[src/rtl/stream_chk_pkg.sv]
package stream_chk_pkg;

    // Sequencer phase: walking the list, or parked on its final entry.
    typedef enum logic {
        SEQ_WALK  = 1'b0,
        SEQ_PARKED = 1'b1
    } seq_phase_e;

    // Width of an index into a list of n entries (at least one bit).
    function automatic int index_width(input int n);
        return (n > 1) ? $clog2(n) : 1;
    endfunction

    // Registered result of one comparison.
    typedef struct packed {
        logic hit;
        logic seen;
    } cmp_flags_t;

endpackage

[src/rtl/chk_compare.sv]
module chk_compare #(
    parameter int DATA_W = 8,
    parameter int CYC_W  = 16
) (
    input  logic              clk,
    input  logic              rst,
    input  logic [DATA_W-1:0] data_in,
    input  logic [DATA_W-1:0] exp_val,
    input  logic [CYC_W-1:0]  cyc,
    output logic              mismatch,
    output logic              err_seen,
    output logic [CYC_W-1:0]  rpt_cycle,
    output logic [DATA_W-1:0] rpt_expected,
    output logic [DATA_W-1:0] rpt_actual
);
    import stream_chk_pkg::*;

    logic              differ;
    cmp_flags_t        flags_q;
    logic [CYC_W-1:0]  cyc_q;
    logic [DATA_W-1:0] exp_q;
    logic [DATA_W-1:0] act_q;

    assign differ = (data_in != exp_val);

    always_ff @(posedge clk) begin
        if (rst) begin
            flags_q <= '0;
        end else begin
            flags_q.hit  <= differ;
            flags_q.seen <= flags_q.seen | differ;
        end
    end

    always_ff @(posedge clk) begin
        if (rst) begin
            cyc_q <= '0;
            exp_q <= '0;
            act_q <= '0;
        end else if (differ) begin
            cyc_q <= cyc;
            exp_q <= exp_val;
            act_q <= data_in;
        end
    end

    assign mismatch     = flags_q.hit;
    assign err_seen     = flags_q.seen;
    assign rpt_cycle    = cyc_q;
    assign rpt_expected = exp_q;
    assign rpt_actual   = act_q;
endmodule

[config.mk]
export PLATFORM = sky130hd
export DESIGN_NAME = chk_compare
export DESIGN_NICKNAME = d
export VERILOG_FILES = /design/src/rtl/stream_chk_pkg.sv /design/src/rtl/chk_compare.sv
export SDC_FILE = /design/constraint.sdc
export NUM_CORES = 1
export LEC_CHECK = 0
export CORE_MARGIN = 2
export CORE_UTILIZATION = 38
export DETAILED_ROUTE_END_ITERATION = 6
export PLACE_DENSITY = 0.82
export SLEW_MARGIN = 20
export SYNTH_ARGS = -nofsm -noshare
export SYNTH_HDL_FRONTEND = slang
export SYNTH_SLANG_ARGS = --single-unit
export TNS_END_PERCENT = 100
[constraint.sdc]
create_clock -name clk -period 1.2 [get_ports clk]
set_input_delay 0.18 -clock clk [delete_from_list [all_inputs] [get_ports clk]]
set_output_delay 0.18 -clock clk [all_outputs]
set_load 0.1 [all_outputs]
# After elaboration in Yosys (flattened, before gate mapping)
# Index checks and enable logic that the tools add are counted.
# totals
regBits,34
inputBits,34
output_inout_bits,34
wordCells,7
# classes
n_eq_ne,1
bitwise_logic,1
# op_table
op,n
$ne 8x8->1,1
$or 1x1->1,1

# Longest topological paths before layout
# Gate-level depths: netlist (run 1).
# depth
depth_word,2
ltp_mapped,5
ltp_nobuf,4

# Least setup slack after synthesis (run 1)
# OpenSTA, ideal clock, no wires.
# synth_timing
path_type,input to register
startpoint,input data_in[6]
endpoint,"register act_q[0], in the netlist rpt_actual[0]"
setup_time_ns,0.121
arrival_time_ns,1.144
path_buffers,1
path_slack_ns,-0.065
path_stages,5
path_cell_list,xor2_1 -> nor4_2 -> nand2_2 -> buf_6 -> mux2i_1
# synth_between
elab_chain_cells,1
# synth_rtl
item,line_no,source
start: declaration,chk_compare.sv:7,"input logic [DATA_W-1:0] data_in,"
$ne 8x8->1,chk_compare.sv:24,assign differ = (data_in != exp_val);
end signal: assignment,chk_compare.sv:43,act_q <= data_in;
end: declaration,chk_compare.sv:22,logic [DATA_W-1:0] act_q;
# No other way between the ends.
# A chain may end at the register's enable or synchronous reset.

# Worst setup path after layout (run 1)
# layout_timing
startpoint,input exp_val[1]
endpoint,register flags_q (netlist bit err_seen)
# layout_between
elab_chain_cells,2
# layout_rtl
item,line_no,source
start: declaration,chk_compare.sv:8,"input logic [DATA_W-1:0] exp_val,"
$ne 8x8->1,chk_compare.sv:24,
$or 1x1->1,chk_compare.sv:31,flags_q.seen <= flags_q.seen | differ;
end: declaration,chk_compare.sv:19,cmp_flags_t flags_q;
# No other way between the ends.

==> results of run 1 <==
final timing paths:
kind	slack [ns]	startpoint	depth (start not counted)	to
setup / recovery	0.002	exp_val[1]	9	err_seen
hold / removal	0.16	data_in[7]	3	rpt_actual[7]
setup reg to reg	0.45	rpt_expected[3]	2	rpt_expected[3]
hold reg to reg	0.48	err_seen	2	err_seen
kinds of logic after synthesis:
kind of cell	count (synthesis)
muxes	32
buffers and inverters	11
AOI/OAI and AO/OA	2
and+or+nand+nor	67
xor gates and xnor gates	8
DFF	34
layout by cell type (no fill, tap or decap):
cell type and count:
dfxtp_1 31, mux2i_4 1, nand2_8 1, clkdlybuf4s50_1 17, buf_6 2, nor4_4 2, clkbuf_8 5, inv_1 1
nand2b_1 64, buf_2 10, mux2i_1 31, buf_4 10, clkinv_2 2, xor2_4 2, buf_16 1, xor2_2 6
a31oi_1 1, buf_12 37, a21oi_2 1, clkbuf_2 3, buf_8 1, dfxtp_2 3
layer usage:
layer  vias to the layer above  GRT usage (%)  part of all wire (%)
met1                       583          19.74                    39
met5                         -              0                     0
met3                         7          6.414                   7.0
met2                        40          31.01                    52
li1                        640              -                     -
met4                         0          7.500                   1.8
final cells by class:
class                           instances  area [um2]  area share (%)
Timing Repair Buffer                   81        1116           38.37
Inverter                                1       3.754          0.1290
Tap cell                               50       62.56           2.151
Clock inverter                          2       10.01          0.3441
Multi-Input combinational cell        109       963.4           33.12
Clock buffer                            5       68.82           2.366
Sequential cell                        34       684.4           23.53
sequential cells by signal, indices dropped and copies added (netlist names):
name and count:
err_seen 1, mismatch 1, rpt_actual 8, rpt_cycle 16, rpt_expected 8
worst reg2reg max path, delay by kind of cell (launching register included):
family / cells / cell delay (ns)
AND/OR/NAND/NOR: 1 / 0.13
multiplexers: 1 / 0.17
flip-flops: 1 / 0.38
repair_timing:
action                     4_1_cts  5_1_grt
cloned                           1        0
pin swaps                        8        7
setup buffers                   10        1
hold buffers                     0        0
setup endpoints to repair       34       34
gates resized for setup         70       23
power by group:
group | total (uW) | switching, uW | internal, uW
logic | 1080 | 635 | 444
registers | 1260 | 66.9 | 1190
clock network | 778 | 390 | 388
total | 3120 | 1090 | 2030
metrics by stage:
stage	util (%)	setup TNS [ns]
finish	72.72	0
global placement	66.12	-19.41
detailed placement	66.12	-20.24
CTS	72.19	0
floorplan	-	-1.938
global route	72.72	-0.05418
==> run_results.csv, run 1 <==
group,metric,value,unit
routing,vias,1270,
cts,insertion_delay,0.28,ns
cts,cts_tree,"built",
floorplanning,io_pins,68,
placement,post_dp_cell_area,2645,um2
final_layout,drive_above_1_share,37.50,%
floorplanning,die_w,68.44,um
synth,synth_compound_area_share,0.7137,%
placement,placed_cells,266,
final_layout,syn2layout_area_growth,84.38,%
synth,synth_warnings,0,
grt,grt-ovfl-total,0,
cts,ctsRootBufferMaster,"clkbuf_8",
setup_path,path_delay_family,"buffers and inverters",
grt,antenna_found_initial,0,
synth,synth_edf_count,0,
run_status,outcome,"complete, no violations",
grt,grt_max_degree,67,
floorplanning,initial_core_util,39.44,%
synth,synth_adder_area_share,0,%
synth,synth_top_family_by_area,"simple AND/OR/NAND/NOR gates",
synth,seq_area_frac_synth,43.14,%
cts,cts_max_path_buffers,2,
routing,detail_route.first_pass.iterations,4,
setup_path,cp_common_cell,"buf_4",
placement,gp_congestion,0.6945,
sta,fin_crit,1.198,ns
synth,yosys.area.top_type,"dfxtp_1",
placement,dp_slack,-0.6324,ns
synth,ys_ff_latch,34,
final_layout,final_cells,282,
final_layout,nets,266,
final_layout,fillCellCount,285,
cts,cts.clk_slew.worst_paths,0.07,ns
pwr,power,3119,uW
setup_path,critPathSlowestCell,"nor4_4",
routing,viasPerCell,4.504,
cts,htreeDepth,2,
floorplanning,fp.coreArea,4000,um2
sta,finClkSkew,0,ns
floorplanning,fp-row-count,23,
cts,cts_buffers,5,
setup_path,path_cells,"buf_2 > xor2_2 > nor4_4 > buf_4 > buf_4 > buf_4 > buf_4 > buf_4 > a31oi_1",
synth,yosysMostFrequentCell,"nand2b_1",
floorplanning,die-height,68.44,um
routing,drc,0,
setup_path,cp-start-kind,"input port",
setup_path,worstSetupPathType,"in2reg",
grt,grt_pass1_vias,1324,
setup_path,end_kind,"flop",
grt,grt_pass1_wl,6051,um
placement,hpwl,2401,um
synth,syn_nets,188,
synth,synthSimpleGateAreaFrac,27.36,%
routing,post_drt_wl_per_cell,13.21,um
pwr,max-vdd-ir-drop,0.9283,mV
synth,netlist_area,1578,um2
synth,synth_top_flop_cell,"dfxtp_1",
setup_path,path_max_fanout,2,
worst_hold_path,min_path_type,"in2reg",
sta,relSlewSlack,84.81,%
setup_path,cp.arrival,1.37,ns
synth,syn_avg_cell_area,10.25,um2
synth,async_reset_ff_share,0,%
sta,slew_violations,0,
setup_path,critPathBufInv,6,
synth,syn_inst,154,
pwr,power_density,1072,nW/um2
setup_path,critPathMaxStageDelay,0.25,ns
pwr,p_leak,0.001366,uW
synth,synth.area.mux_share,20.30,%
synth,ys_top_cells_by_count,"nand2b_1 (64), dfxtp_1 (34), mux2i_1 (32)",
synth,synth-xor-area-share,4.441,%
synth,synth_top_area_share,43.14,%
synth,synth_cell_types,11,
grt,grt_util_all_layers,17.95,%
routing,first_iter_violations,32,
sta,grt_setup_unrepaired,"yes",
sta,whs,0.1619,ns
cts,cts.sinks,34,
sta,final_hold_viol_count,0,
sta,worst_pin_slew,0.2261,ns
sta,postLayoutSetupSlackWorst,0.002036,ns
setup_path,crit_required,1.37,ns
flow_run,max_cap_viol_count,0,
final_layout,diodes,0,
floorplanning,dieArea,4683,um2
routing,finalWirelength,3724,um
sta,setup-violations-final,0,
sta,min_period_over_period,99.83,%
sta,fmax,0.8348,GHz
routing,ant_nets,0,
synth,synth_area_leaders,"dfxtp_1 (43%), nand2b_1 (25%), mux2i_1 (20%)",
placement,portBuffers,67,
final_layout,final_area,2909,um2
No activity file was read; power rests on OpenSTA's default activity.
==> run 2: changes to the inputs <==
- CORE_UTILIZATION: 38 -> 55
- DONT_BUFFER_PORTS: default -> 1
- PLACE_DENSITY: 0.82 -> 0.79
==> run 2 against run 1 <==
  * Clock power is 27% lower
  * Highest routed layer unchanged
  * Combinational power shrank 24%
  * Largest cell class is now multi-input combinational cells
  * Critical endpoint is now rpt_expected[1]
  * First-iteration DRC count up 110%
==> run_results.csv, run 2 (synthesis results as in run 1) <==
group,metric,value,unit
sta,fmax,0.8577,GHz
grt,antenna_found_initial,0,
routing,post_drt_wl_per_cell,14.89,um
setup_path,reg2reg_depth,2,
worst_hold_path,hold_depth,2,
cts,insertion_delay,0.32,ns
setup_path,worstSetupPathType,"reg2out",
routing,drc,0,
final_layout,final_common_cell,"nand2b_1",
floorplanning,die-height,57.56,um
sta,min_period_over_period,97.16,%
pwr,power_density,1170,nW/um2
setup_path,cp-start-kind,"flop",
setup_path,end_kind,"output port",
sta,final_hold_viol_count,0,
final_layout,syn2layout_area_growth,41.95,%
cts,cts_buffers,5,
routing,finalWirelength,3692,um
sta,finClkSkew,0,ns
final_layout,diodes,0,
cts,cts_max_path_buffers,2,
final_layout,drive_above_1_share,23.04,%
cts,ctsRootBufferMaster,"clkbuf_4",
routing,viasPerCell,5.097,
floorplanning,fp-row-count,19,
floorplanning,die_w,57.56,um
grt,grt-ovfl-total,0,
placement,portBuffers,0,
grt,grt_util_all_layers,22.53,%
pwr,max-vdd-ir-drop,1.291,mV
routing,ant_nets,0,
sta,worst_pin_slew,0.3210,ns
setup_path,path_delay_family,"flip-flops",
setup_path,crit_required,1.02,ns
routing,detail_route.first_pass.iterations,4,
final_layout,nets,251,
cts,htreeDepth,2,
worst_hold_path,min_path_type,"in2reg",
sta,relSlewSlack,78.42,%
placement,hpwl,2251,um
final_layout,fillCellCount,165,
floorplanning,io_pins,68,
sta,fin_crit,1.166,ns
cts,cts_setup_buffers,0,
placement,gp_congestion,0.6607,
pwr,p_leak,0.001128,uW
setup_path,path_depth,1,
flow_run,max_cap_viol_count,0,
run_status,outcome,"complete, no violations",
final_layout,largest_reg_flops,16,
grt,grt_pass1_wl,5609,um
grt,grt_max_degree,66,
pwr,power,2620,uW
grt,grt_pass1_vias,1272,
sta,setup-violations-final,0,
sta,slew_violations,0,
final_layout,final_cell_mix,"nand2b_1 (64), mux2i_1 (32), dfxtp_1 (31), dlygate4sd3_1 (27), buf_4 (27)",
floorplanning,dieArea,3313,um2
setup_path,cp.arrival,0.99,ns
setup_path,critPathMaxStageDelay,0.36,ns
setup_path,critPathBufInv,1,
routing,first_iter_violations,67,
cts,cts.sinks,34,
cts,cts.clk_slew.worst_paths,0.10,ns
setup_path,path_max_fanout,2,
routing,vias,1264,
setup_path,path_cells,"buf_4",
final_layout,fin_util,81.92,%
setup_path,critPathSlowestCell,"dfxtp_1",
cts,cts_tree,"built",
floorplanning,initial_core_util,57.71,%
floorplanning,fp.coreArea,2734,um2
[run 2: where the power goes]
group	internal [uW]	switching [uW]	total [uW]
sequential	1190	40.4	1230
clock	221	346	567
combinational	256	564	820
total	1670	950	2620
[run 2: cell type report]
cell class | instances | area (um2) | area share, %
multi-input cells | 109 | 833.3 | 37.21
flip-flops and latches | 34 | 684.4 | 30.56
repair buffers | 66 | 634.4 | 28.32
clock buffers | 7 | 45.04 | 2.011
well taps | 31 | 38.79 | 1.732
inverters | 1 | 3.754 | 0.1676
[run 2: stage by stage]
step / cells / TNS (ns) / setup slack, ns / instance area, um2 / hold slack [ns]
floorplan: 154 / -1.938 / -0.06461 / 1582 / 0.3280
global placement: 214 / -2.403 / -0.08100 / 1891 / 0.2471
finish: 248 / 0 / 0.03412 / 2240 / 0.004455
detailed placement: 214 / -2.983 / -0.1136 / 1891 / 0.2490
CTS: 240 / 0 / 0.02180 / 2126 / 0.000001166
global route: 248 / -0.005556 / -0.003075 / 2240 / 0.0007830
[run 2: path summary, 6_finish.rpt]
path	end	from	slack (ns)
worst min-delay path	rpt_cycle[4]	cyc[4]	0.004
worst max register to register	rpt_actual[2]	rpt_actual[2]	0.54
worst max-delay path	rpt_expected[1]	rpt_expected[1]	0.03
worst min register to register	err_seen	err_seen	0.47
[run 2: what timing repair did]
item / CTS / global route
endpoints found under the hold margin: 20 / 7
resized for setup: 0 / 9
setup endpoints to repair: 0 / 9
hold buffers: 19 / 8
[run 2: routing by layer]
metal	wire (um)	track usage, %
met1	1502	25.68
met2	1846	37.66
met3	273	9.070
met4	70	8.638
met5	0	0
==> run 3: changes to the inputs <==
- ABC_AREA: default -> 1
- CORE_UTILIZATION: 55 -> 40
- PLACE_DENSITY: 0.79 -> 0.62
==> run 3 against run 2 <==
  * Utilization down 28 points
  * Wire length up 1.0%
  * Non-clock buffer count down 23
  * Sequential power about the same
  * Register-to-register slack worse by 0.07 ns
  * Critical path type unchanged
  * Critical endpoint is now rpt_actual[1]
  * Largest power group unchanged
==> run_results.csv, run 3 <==
group,metric,value,unit
worst_hold_path,min_path_type,"in2reg",
setup_path,cp-start-kind,"flop",
sta,fmax,0.9320,GHz
cts,cts_setup_buffers,0,
synth,synth_warnings,0,
synth,ys_ff_latch,34,
floorplanning,fp.coreArea,4000,um2
setup_path,worstSetupPathType,"reg2out",
run_status,outcome,"complete, no violations",
synth,syn_avg_cell_area,6.275,um2
floorplanning,initial_core_util,41.57,%
grt,grt_pass1_vias,1270,
sta,worst_pin_slew,0.2846,ns
synth,yosysMostFrequentCell,"nor2_1",
final_layout,fin_util,54.27,%
setup_path,critPathBufInv,1,
sta,whs,0.03375,ns
routing,finalWirelength,3730,um
grt,grt_pass1_wl,5623,um
synth,synth_top_area_share,40.93,%
routing,first_iter_violations,52,
synth,synth_top_flop_cell,"dfxtp_1",
setup_path,end_kind,"output port",
cts,cts_tree,"built",
cts,ctsRootBufferMaster,"clkbuf_8",
cts,htreeDepth,2,
floorplanning,fp-row-count,23,
final_layout,syn2layout_area_growth,30.55,%
floorplanning,die_w,68.48,um
synth,yosys.area.top_type,"dfxtp_1",
cts,cts.sinks,34,
sta,relSlewSlack,81.18,%
routing,drc,0,
routing,wl_met1,1673,um
routing,wl_met2,1692,um
setup_path,reg2reg_depth,3,
grt,grt-ovfl-total,0,
synth,netlist_area,1663,um2
sta,finClkSkew,0,ns
placement,gp_congestion,0.6927,
cts,cts_max_path_buffers,2,
cts,cts_buffers,5,
setup_path,rr_startpoint,"err_seen",
routing,ant_nets,0,
sta,fin_crit,1.073,ns
placement,dp_slack,0.1038,ns
worst_hold_path,hold_path_end,"rpt_cycle[1]",
synth,synth_cell_types,16,
synth,async_reset_ff_share,0,%
placement,hpwl,2592,um
sta,final_hold_viol_count,0,
final_layout,nets,337,
final_layout,diodes,0,
routing,dr_wl_met3,302,um
worst_hold_path,hold_start,"cyc[1]",
final_layout,final_cells,354,
floorplanning,io_pins,68,
setup_path,critPathSlowestCell,"dfxtp_2",
flow_run,max_cap_viol_count,0,
synth,synth_edf_count,0,
cts,insertion_delay,0.28,ns
final_layout,final_common_cell,"nor2_1",
sta,tns,0,ns
setup_path,r2r_slack,0.47,ns
placement,portBuffers,0,
routing,vias,1598,
worst_hold_path,hold_depth,2,
setup_path,rr_endpoint,"err_seen",
synth,syn_inst,265,
routing,post_drt_wl_per_cell,10.54,um
pwr,p_leak,0.001112,uW
floorplanning,die-height,68.48,um
setup_path,path_cells,"buf_4",
placement,placed_cells,344,
routing,detail_route.first_pass.iterations,4,
grt,grt_max_degree,34,
synth,ys_top_cells_by_count,"nor2_1 (67), nand2_1 (58), inv_1 (50)",
routing,highest_layer,"met4",
synth,seq_area_frac_synth,40.93,%
pwr,max-vdd-ir-drop,0.6668,mV
sta,postLayoutSetupSlackWorst,0.1270,ns
floorplanning,dieArea,4689,um2
sta,slew_violations,0,
setup_path,cp.arrival,0.89,ns
routing,viasPerCell,4.514,
synth,syn_nets,299,
sta,grt_setup_unrepaired,"no",
grt,antenna_found_initial,0,
cts,cts.clk_slew.worst_paths,0.07,ns
sta,min_period_over_period,89.41,%
synth,synth_area_leaders,"dfxtp_1 (41%), nor2_1 (15%), nand2_1 (13%)",
setup_path,path_max_fanout,2,
setup_path,crit_required,1.02,ns
final_layout,final_cell_mix,"nor2_1 (66), nand2_1 (58), inv_1 (50), buf_4 (36)",
setup_path,critPathMaxStageDelay,0.33,ns
grt,grt_util_all_layers,16.17,%
sta,setup-violations-final,0,
final_layout,drive_above_1_share,28.62,%
setup_path,path_delay_family,"flip-flops",
pwr,power_density,1350,nW/um2
final_layout,largest_reg_flops,16,
## run 3: cell count changes after synthesis, sizes merged, moves of 7 or more
cell / change
nor2: +71
nand2b: -64
nand3: +32
mux2i: -32
buf: +9
nand2: +59
inv: +49
xor2: -7
clkbuf: -7
## run 3: timing repair
action                                  CTS  global route
hold buffers                              1             1
hold endpoints to repair                  1             1
resized for setup                         0             0
endpoints found under the setup margin    0             0
## run 3: layout make-up
cell class / count / area [um2]
Fill cell: 394 / 1829
Tap cell: 50 / 62.56
Inverter: 51 / 191.4
Clock buffer: 7 / 86.33
Multi-Input combinational cell: 168 / 714.4
Clock inverter: 1 / 5.005
Sequential cell: 34 / 720.7
Timing Repair Buffer: 43 / 390.4
## run 3: worst max-delay path by stage
stage / cells past startpoint / slack, ns / startpoint / to
finish: 1 / 0.13 / rpt_actual[1] / rpt_actual[1]
global route: 1 / 0.09 / rpt_actual[7] / rpt_actual[7]
CTS: 1 / 0.11 / rpt_expected[2] / rpt_expected[2]
detailed placement: 9 / 0.10 / exp_val[4] / rpt_cycle[15]
global placement: 10 / 0.13 / exp_val[4] / rpt_actual[4]
floorplan: 2 / 0.02 / err_seen / err_seen
## run 3: per-layer routing
metal  up-vias  track usage [%]
met2        49            25.72
met3         6            5.263
met4         0            7.500
met5         -                0
li1        845                -
met1       698            19.64
## run 3: kinds of logic (layout without fill, tap and decap cells)
group,count (synthesis),in the layout,share of synthesized area (%)
flops,34,34,40.93
simple gates,163,163,40.41
buf+inv,63,102,16.25
compound gates,1,1,0.3007
xor+xnor,4,4,2.107
## run 3: power breakdown
part           switching [uW]  internal, uW
clock                     408           463
sequential               31.3          1200
combinational             629           194
## run 3: stage by stage
stage / area [um2] / power, uW
4_1_cts: 2161 / 2968
3_5_place_dp: 2059 / 2085
2_1_floorplan: 1703 / 1925
6_report: 2171 / 2930
5_1_grt: 2171 / 3059
3_3_place_gp: 2059 / 2078
